<file path="config.mk">
export PLATFORM = sky130hd
export DESIGN_NAME = status_flags
export DESIGN_NICKNAME = d
export VERILOG_FILES = /design/src/rtl/status_flags_pkg.sv /design/src/rtl/sf_sync.sv /design/src/rtl/sf_flag_cell.sv /design/src/rtl/sf_status_pack.sv /design/src/rtl/status_flags.sv
export SDC_FILE = /design/constraint.sdc
export NUM_CORES = 1
export LEC_CHECK = 0
export BUFFER_PORTS_ARGS = -buffer_cell sky130_fd_sc_hd__buf_2
export CORE_MARGIN = 10
export CORE_UTILIZATION = 23
export CTS_BUF_LIST = sky130_fd_sc_hd__clkbuf_16
export DETAILED_ROUTE_END_ITERATION = 7
export HOLD_SLACK_MARGIN = 0.03
export SYNTH_ARGS = -nofsm -noshare
export SYNTH_HDL_FRONTEND = slang
export SYNTH_SLANG_ARGS = --single-unit
</file>
<file path="constraint.sdc">
create_clock -name clk -period 1 [get_ports clk]
set_input_delay 0.3 -clock clk [delete_from_list [all_inputs] [get_ports clk]]
set_output_delay 0.3 -clock clk [all_outputs]
set_load 0.02 [all_outputs]
</file>
<file path="src/rtl/status_flags_pkg.sv">
package status_flags_pkg;

    localparam int BYTE_W = 8;

    localparam int POS_C = 0;
    localparam int POS_Z = 1;
    localparam int POS_I = 2;
    localparam int POS_D = 3;
    localparam int POS_B = 4;
    localparam int POS_K = 5;
    localparam int POS_V = 6;
    localparam int POS_N = 7;

    typedef struct packed {
        logic n;
        logic v;
        logic d;
        logic i;
        logic z;
        logic c;
    } flags_t;

    localparam flags_t FLAGS_RESET = '{n: 1'b0, v: 1'b0, d: 1'b0, i: 1'b1, z: 1'b0, c: 1'b0};

    function automatic logic [BYTE_W-1:0] pack_status(input flags_t f);
        logic [BYTE_W-1:0] b;
        b        = '0;
        b[POS_C] = f.c;
        b[POS_Z] = f.z;
        b[POS_I] = f.i;
        b[POS_D] = f.d;
        b[POS_B] = 1'b0;
        b[POS_K] = 1'b1;
        b[POS_V] = f.v;
        b[POS_N] = f.n;
        return b;
    endfunction

endpackage

</file>
<file path="src/rtl/sf_sync.sv">
module sf_sync #(
    parameter int STAGES = 2
) (
    input  logic clk,
    input  logic rst,
    input  logic d,
    output logic q
);
    generate
        if (STAGES <= 1) begin : g_single
            logic r;
            always_ff @(posedge clk) begin
                if (rst) r <= 1'b0;
                else     r <= d;
            end
            assign q = r;
        end else begin : g_chain
            logic [STAGES-1:0] r;
            always_ff @(posedge clk) begin
                if (rst) r <= '0;
                else     r <= {r[STAGES-2:0], d};
            end
            assign q = r[STAGES-1];
        end
    endgenerate
endmodule

</file>
<file path="src/rtl/sf_flag_cell.sv">
module sf_flag_cell #(
    parameter int   N_SRC   = 2,
    parameter logic RST_VAL = 1'b0
) (
    input  logic             clk,
    input  logic             rst,
    input  logic [N_SRC-1:0] sel,
    input  logic [N_SRC-1:0] src,
    output logic             q
);
    logic nxt;

    // index 0 has the highest priority
    always_comb begin
        nxt = q;
        for (int k = N_SRC - 1; k >= 0; k--) begin
            if (sel[k]) nxt = src[k];
        end
    end

    always_ff @(posedge clk) begin
        if (rst) q <= RST_VAL;
        else     q <= nxt;
    end

    // no command, no change
    p_hold_r9: assert property (@(posedge clk) disable iff (rst)
        !(|sel) |=> q == $past(q));

    // top-priority source always wins
    p_top_wins_r10: assert property (@(posedge clk) disable iff (rst)
        sel[0] |=> q == $past(src[0]));

endmodule

</file>
<file path="src/rtl/sf_status_pack.sv">
module sf_status_pack
    import status_flags_pkg::*;
(
    input  flags_t            flags,
    input  logic              rd_en,
    output logic [BYTE_W-1:0] bus
);
    always_comb begin
        bus = rd_en ? pack_status(flags) : '0;
    end

    // fixed bits while reading, quiet bus otherwise
    always_comb begin
        if (rd_en) begin
            a_fixed_bits_r11: assert (bus[POS_K] == 1'b1 && bus[POS_B] == 1'b0);
        end else begin
            a_idle_bus_r11: assert (bus == '0);
        end
    end
endmodule

</file>
<file path="src/rtl/status_flags.sv">
module status_flags
    import status_flags_pkg::*;
#(
    parameter int SYNC_STAGES = 2
) (
    input  logic       clk,
    input  logic       rst,
    input  logic [7:0] db_in,
    input  logic       alu_carry,
    input  logic       alu_ovf,
    input  logic       alu_zero,
    input  logic       ir_b5,
    input  logic       so_pin,
    input  logic       ld_bus_izd,
    input  logic       ld_bus_c,
    input  logic       ld_bus_v,
    input  logic       ld_bus_n,
    input  logic       ld_ir_i,
    input  logic       ld_ir_c,
    input  logic       ld_ir_d,
    input  logic       ld_alu_c,
    input  logic       ld_alu_v,
    input  logic       ld_zero_z,
    input  logic       clr_v,
    input  logic       rd_status,
    output logic [7:0] bus_out,
    output logic       flag_c,
    output logic       flag_z,
    output logic       flag_i,
    output logic       flag_d,
    output logic       flag_v,
    output logic       flag_n
);
    localparam int C_SRC = 3;
    localparam int Z_SRC = 2;
    localparam int I_SRC = 2;
    localparam int D_SRC = 2;
    localparam int V_SRC = 4;
    localparam int N_SRC = 1;

    flags_t flags;
    logic   so_s;
    logic   unused_db;

    assign unused_db = ^db_in[POS_K:POS_B];

    sf_sync #(.STAGES(SYNC_STAGES)) u_so_sync (
        .clk(clk), .rst(rst), .d(so_pin), .q(so_s)
    );

    sf_flag_cell #(.N_SRC(C_SRC), .RST_VAL(FLAGS_RESET.c)) u_c (
        .clk(clk), .rst(rst),
        .sel({ld_bus_c,      ld_ir_c, ld_alu_c}),
        .src({db_in[POS_C],  ir_b5,   alu_carry}),
        .q(flags.c)
    );

    sf_flag_cell #(.N_SRC(Z_SRC), .RST_VAL(FLAGS_RESET.z)) u_z (
        .clk(clk), .rst(rst),
        .sel({ld_bus_izd,    ld_zero_z}),
        .src({db_in[POS_Z],  alu_zero}),
        .q(flags.z)
    );

    sf_flag_cell #(.N_SRC(I_SRC), .RST_VAL(FLAGS_RESET.i)) u_i (
        .clk(clk), .rst(rst),
        .sel({ld_bus_izd,    ld_ir_i}),
        .src({db_in[POS_I],  ir_b5}),
        .q(flags.i)
    );

    sf_flag_cell #(.N_SRC(D_SRC), .RST_VAL(FLAGS_RESET.d)) u_d (
        .clk(clk), .rst(rst),
        .sel({ld_bus_izd,    ld_ir_d}),
        .src({db_in[POS_D],  ir_b5}),
        .q(flags.d)
    );

    sf_flag_cell #(.N_SRC(V_SRC), .RST_VAL(FLAGS_RESET.v)) u_v (
        .clk(clk), .rst(rst),
        .sel({ld_bus_v,      ld_alu_v, clr_v, so_s}),
        .src({db_in[POS_V],  alu_ovf,  1'b0,  1'b1}),
        .q(flags.v)
    );

    sf_flag_cell #(.N_SRC(N_SRC), .RST_VAL(FLAGS_RESET.n)) u_n (
        .clk(clk), .rst(rst),
        .sel(ld_bus_n),
        .src(db_in[POS_N]),
        .q(flags.n)
    );

    sf_status_pack u_pack (
        .flags(flags), .rd_en(rd_status), .bus(bus_out)
    );

    assign flag_c = flags.c;
    assign flag_z = flags.z;
    assign flag_i = flags.i;
    assign flag_d = flags.d;
    assign flag_v = flags.v;
    assign flag_n = flags.n;

    // state after reset
    p_reset_val_r1: assert property (@(posedge clk)
        $past(rst) |-> (flag_i && !flag_c && !flag_z && !flag_d && !flag_v && !flag_n));

    // synchronized pin forces overflow
    p_so_force_r8: assert property (@(posedge clk) disable iff (rst)
        so_s |=> flag_v);

    // clear wins when the pin is quiet
    p_clr_v_r7: assert property (@(posedge clk) disable iff (rst)
        (clr_v && !so_s) |=> !flag_v);

    // ALU carry reaches C
    p_alu_carry_r5: assert property (@(posedge clk) disable iff (rst)
        ld_alu_c |=> flag_c == $past(alu_carry));

    // zero detect reaches Z
    p_zero_det_r6: assert property (@(posedge clk) disable iff (rst)
        ld_zero_z |=> flag_z == $past(alu_zero));

    // bus mirrors flags while read
    p_bus_pack_r11: assert property (@(posedge clk) disable iff (rst)
        rd_status |-> (bus_out[POS_N] == flag_n && bus_out[POS_C] == flag_c));

endmodule

</file>
==> impl_summary.log <==
[metrics] outcome: finished with violations
[metrics] violated checks: negative setup slack
[metrics] clock sinks: 8
[metrics] switching power of the nets: about 0.27 mW
[metrics] H-tree level count: 1
[metrics] footprint of the multi-input gates: between 200 and 250 sq um
[metrics] fill cell total of the finished layout: 180
[metrics] wire length of the first global-routing pass: about 2300 um
[metrics] ordered list of cells on the worst path: and2_4 > buf_6
[metrics] antenna cells: 0
[metrics] combinational group share of total power: 20.1%
[metrics] post-DR wirelength/cell: between 10 and 15 um
[metrics] Tot Pwr: 1.27 mW
[metrics] clock transition at the register clock pins on the worst setup and hold paths after CTS: about 40 ps
[metrics] Hold Path Depth: 2
[metrics] Placement Setup Slack: -97.1 ps
[metrics] standard-cell row count: 15
[metrics] depth of the most critical reg-to-reg path: 2
[metrics] I/O pin count: 41
[metrics] Worst Clk Skew: between 0.1 and 0.15 ps
[metrics] # setup viols final: 8
[metrics] Syn. warnings: 0
[metrics] most frequent cells in the layout: buf_2, buf_4, buf_6
[metrics] detail-routed via count per cell: around 4.3
[metrics] first-pass iteration count of the detailed router: 2
[metrics] final count of hold timing violations: 0
[metrics] count of buffers inserted at the top-level ports: 37
[metrics] drt total wl: 1400 um
[metrics] DRC viols: 0
[metrics] P_leak: about 0.42 nW
[metrics] Tot GR Track Use: approximately 7%
[metrics] vias post-DR: 477
[metrics] kind of start point of the critical path: flop
[metrics] Starting DRT DRC Count: 6
[metrics] Int Power: ~1.0 mW
[metrics] Fmax: approximately 0.91 GHz
[metrics] Arrival @ worst endpoint: about 800 ps
[metrics] IR Drop Worst-Case VDD: ~0.00090 V
[metrics] worst r2r dst: u_v.q
[metrics] clock group share of total power: around 52%
[metrics] area of the core: about 1700 sq um
[metrics] Max Root-Sink Buffers: 2
[metrics] share of the yosys chip area belonging to registers: roughly two fifths
[metrics] placer congestion estimate: 0.714
[metrics] capturing element type of the critical path: output port
[metrics] number of buffers added by the clock tree synthesis step: 3
[metrics] area used by sequential logic in the layout: ~170 sq um
[metrics] antenna violations before repair: 0
[metrics] switching power share of the total: between 20% and 30%
[metrics] CP max FO: 3
[metrics] clock tree root driver cell: clkbuf_16
[metrics] Worst Hold End: u_so_sync.g_chain.r[0]
[metrics] type of the most critical hold path: input port to flop
[metrics] synthesized cell area: 418 sq um
[metrics] RSZ-0062 raised after global routing: yes
[metrics] count of max-cap constraint violations: 0
[metrics] post-route ant nets: 0
[metrics] final worst path period share: 110%
[metrics] source of the worst hold timing path: so_pin
[metrics] reg-to-reg critical path startpoint: u_v.q
[metrics] required time at the worst-slack endpoint: about 700 ps
[metrics] slowest stage cell, crit path: dfxtp_2
[metrics] Avg Inst Size Synth: ~9.5 sq um
[metrics] aggregate global routing overflow: 0
[metrics] fraction of final layout cells sized beyond drive strength 1: between 70% and 80%
[metrics] Clk Latency, worst-skew pair: between 200 and 250 ps
[metrics] vias in the first global route: ~520
[metrics] floorplan die height: about 63 um
[metrics] final period demand of the worst path: roughly 1100 ps
[metrics] number of flip-flops and latches in the synthesized netlist: 8
[metrics] Initial Util: about 24%
[metrics] largest net degree at the start of global routing: 8
[metrics] delay contributed by the slowest stage of the critical path: 330 ps
[metrics] horizontal die dimension: ~63 um
[metrics] max-slew violation count: 0
[metrics] number of nets in the synthesized netlist: just over 70
[metrics] Worst Setup Slack, final: -105 ps
[metrics] placed wire-length estimate: 1200 um
[metrics] number of distinct library cell variants in the gate-level netlist after synthesis: 20
[metrics] Flop pwr share: between 20 and 30%
[metrics] number of nets at the end of the flow: between 100 and 150
[metrics] power per unit of standard cell area: ~1600 nW/um^2
[metrics] TritonCTS clock tree: built
[metrics] post-synthesis to final-layout area growth: 93.4%
[metrics] Crit Path Class: flop to output port
[metrics] instance count of the mapped netlist: 44
[metrics] die area: just under 4000 sq um
[metrics] setup slack of the worst register-to-register path: around 30 ps
[metrics] most common library cell in the layout ignoring fill and taps: buf_2
==> worst max-delay path by stage <==
stage / start / endpoint / slack (ps) / depth (start not counted)
5_1_grt: u_n.q / bus_out[7] / -130 / 2
3_5_place_dp: ld_bus_v / u_v.q / -100 / 3
3_3_place_gp: ld_bus_v / u_v.q / -90 / 3
4_1_cts: u_v.q / bus_out[6] / -100 / 2
6_report: u_n.q / bus_out[7] / -100 / 2
2_1_floorplan: u_v.q / u_v.q / 0.7 / 2
==> state kept, by name (all words and copies together), names as in the netlist <==
register             cells
u_n.q                    1
u_so_sync.g_chain.r      2
u_v.q                    1
u_i.q                    1
u_c.q                    1
u_d.q                    1
u_z.q                    1
==> area by class of cell <==
type	instances	area share [%]
Inverter	3	1.39
Tap cell	25	3.87
Sequential cell	8	20.7
Clock buffer	3	9.29
Multi-Input combinational cell	30	29.6
Timing Repair Buffer	43	35.1
==> Yosys cell counts <==
master	number	area (sq um)
or3_1	1	6.26
conb_1	1	3.75
mux2i_1	5	50.1
a21oi_1	1	5.00
nand4bb_1	1	11.3
mux2_4	1	15.0
o221ai_1	1	8.76
nor3b_1	1	7.51
nor3_1	1	5.00
and2_1	6	37.5
nor2b_1	4	25.0
a211oi_1	2	15.0
inv_2	1	3.75
inv_1	2	7.51
nand2_1	1	3.75
dfxtp_1	8	160
and4bb_2	1	12.5
nor2_1	2	7.51
buf_4	3	22.5
a221o_1	1	10.0
==> metal layers <==
layer	share of wire (%)	global-route usage [%]
met5	0	0
met4	0	1.68
met3	7.9	3.76
met2	46	11.4
met1	46	8.35
==> worst max-delay path, delay by kind of cell, from the launching register on <==
kind / cells / cell delay (ps)
buffers and inverters: 1 / 110
flip-flops: 1 / 330
AND/OR/NAND/NOR: 1 / 140
==> stage by stage <==
stage / util, % / instance area (sq um) / hold WS (ps) / std cells / TNS [ps]
floorplan: - / 419 / 414 / 44 / 0
global placement: 37.2 / 643 / 421 / 107 / -399
detailed placement: 37.2 / 643 / 435 / 107 / -389
CTS: 46.0 / 795 / 289 / 111 / -634
global route: 46.8 / 808 / 312 / 112 / -924
finish: 46.8 / 808 / 287 / 112 / -689
==> power groups by stage <==
stage,registers (mW),clock network (mW),logic (mW)
after floorplan,0.380,0,0.0894
after global placement,0.359,0,0.209
after detailed placement,0.360,0,0.210
after CTS,0.360,0.669,0.249
after global routing,0.362,0.685,0.277
final,0.360,0.655,0.255
==> kinds of logic (layout without fill, tap and decap cells) <==
logic type	count (synthesis)	count (layout)	synth area share (%)
simple gates	18	18	27.8
buf+inv	6	49	8.08
mux	6	6	15.6
other cells	1	1	0.897
compound gates	5	5	9.28
flops	8	8	38.3
==> what timing repair did <==
action | CTS | global route
resized for setup | 27 | 2
cloned | 0 | 0
buffers inserted | 1 | 1
endpoints found under the setup margin | 12 | 12
hold buffers | 0 | 0
pin swaps | 0 | 0
Note: power is estimated with default switching activity, not from simulation.
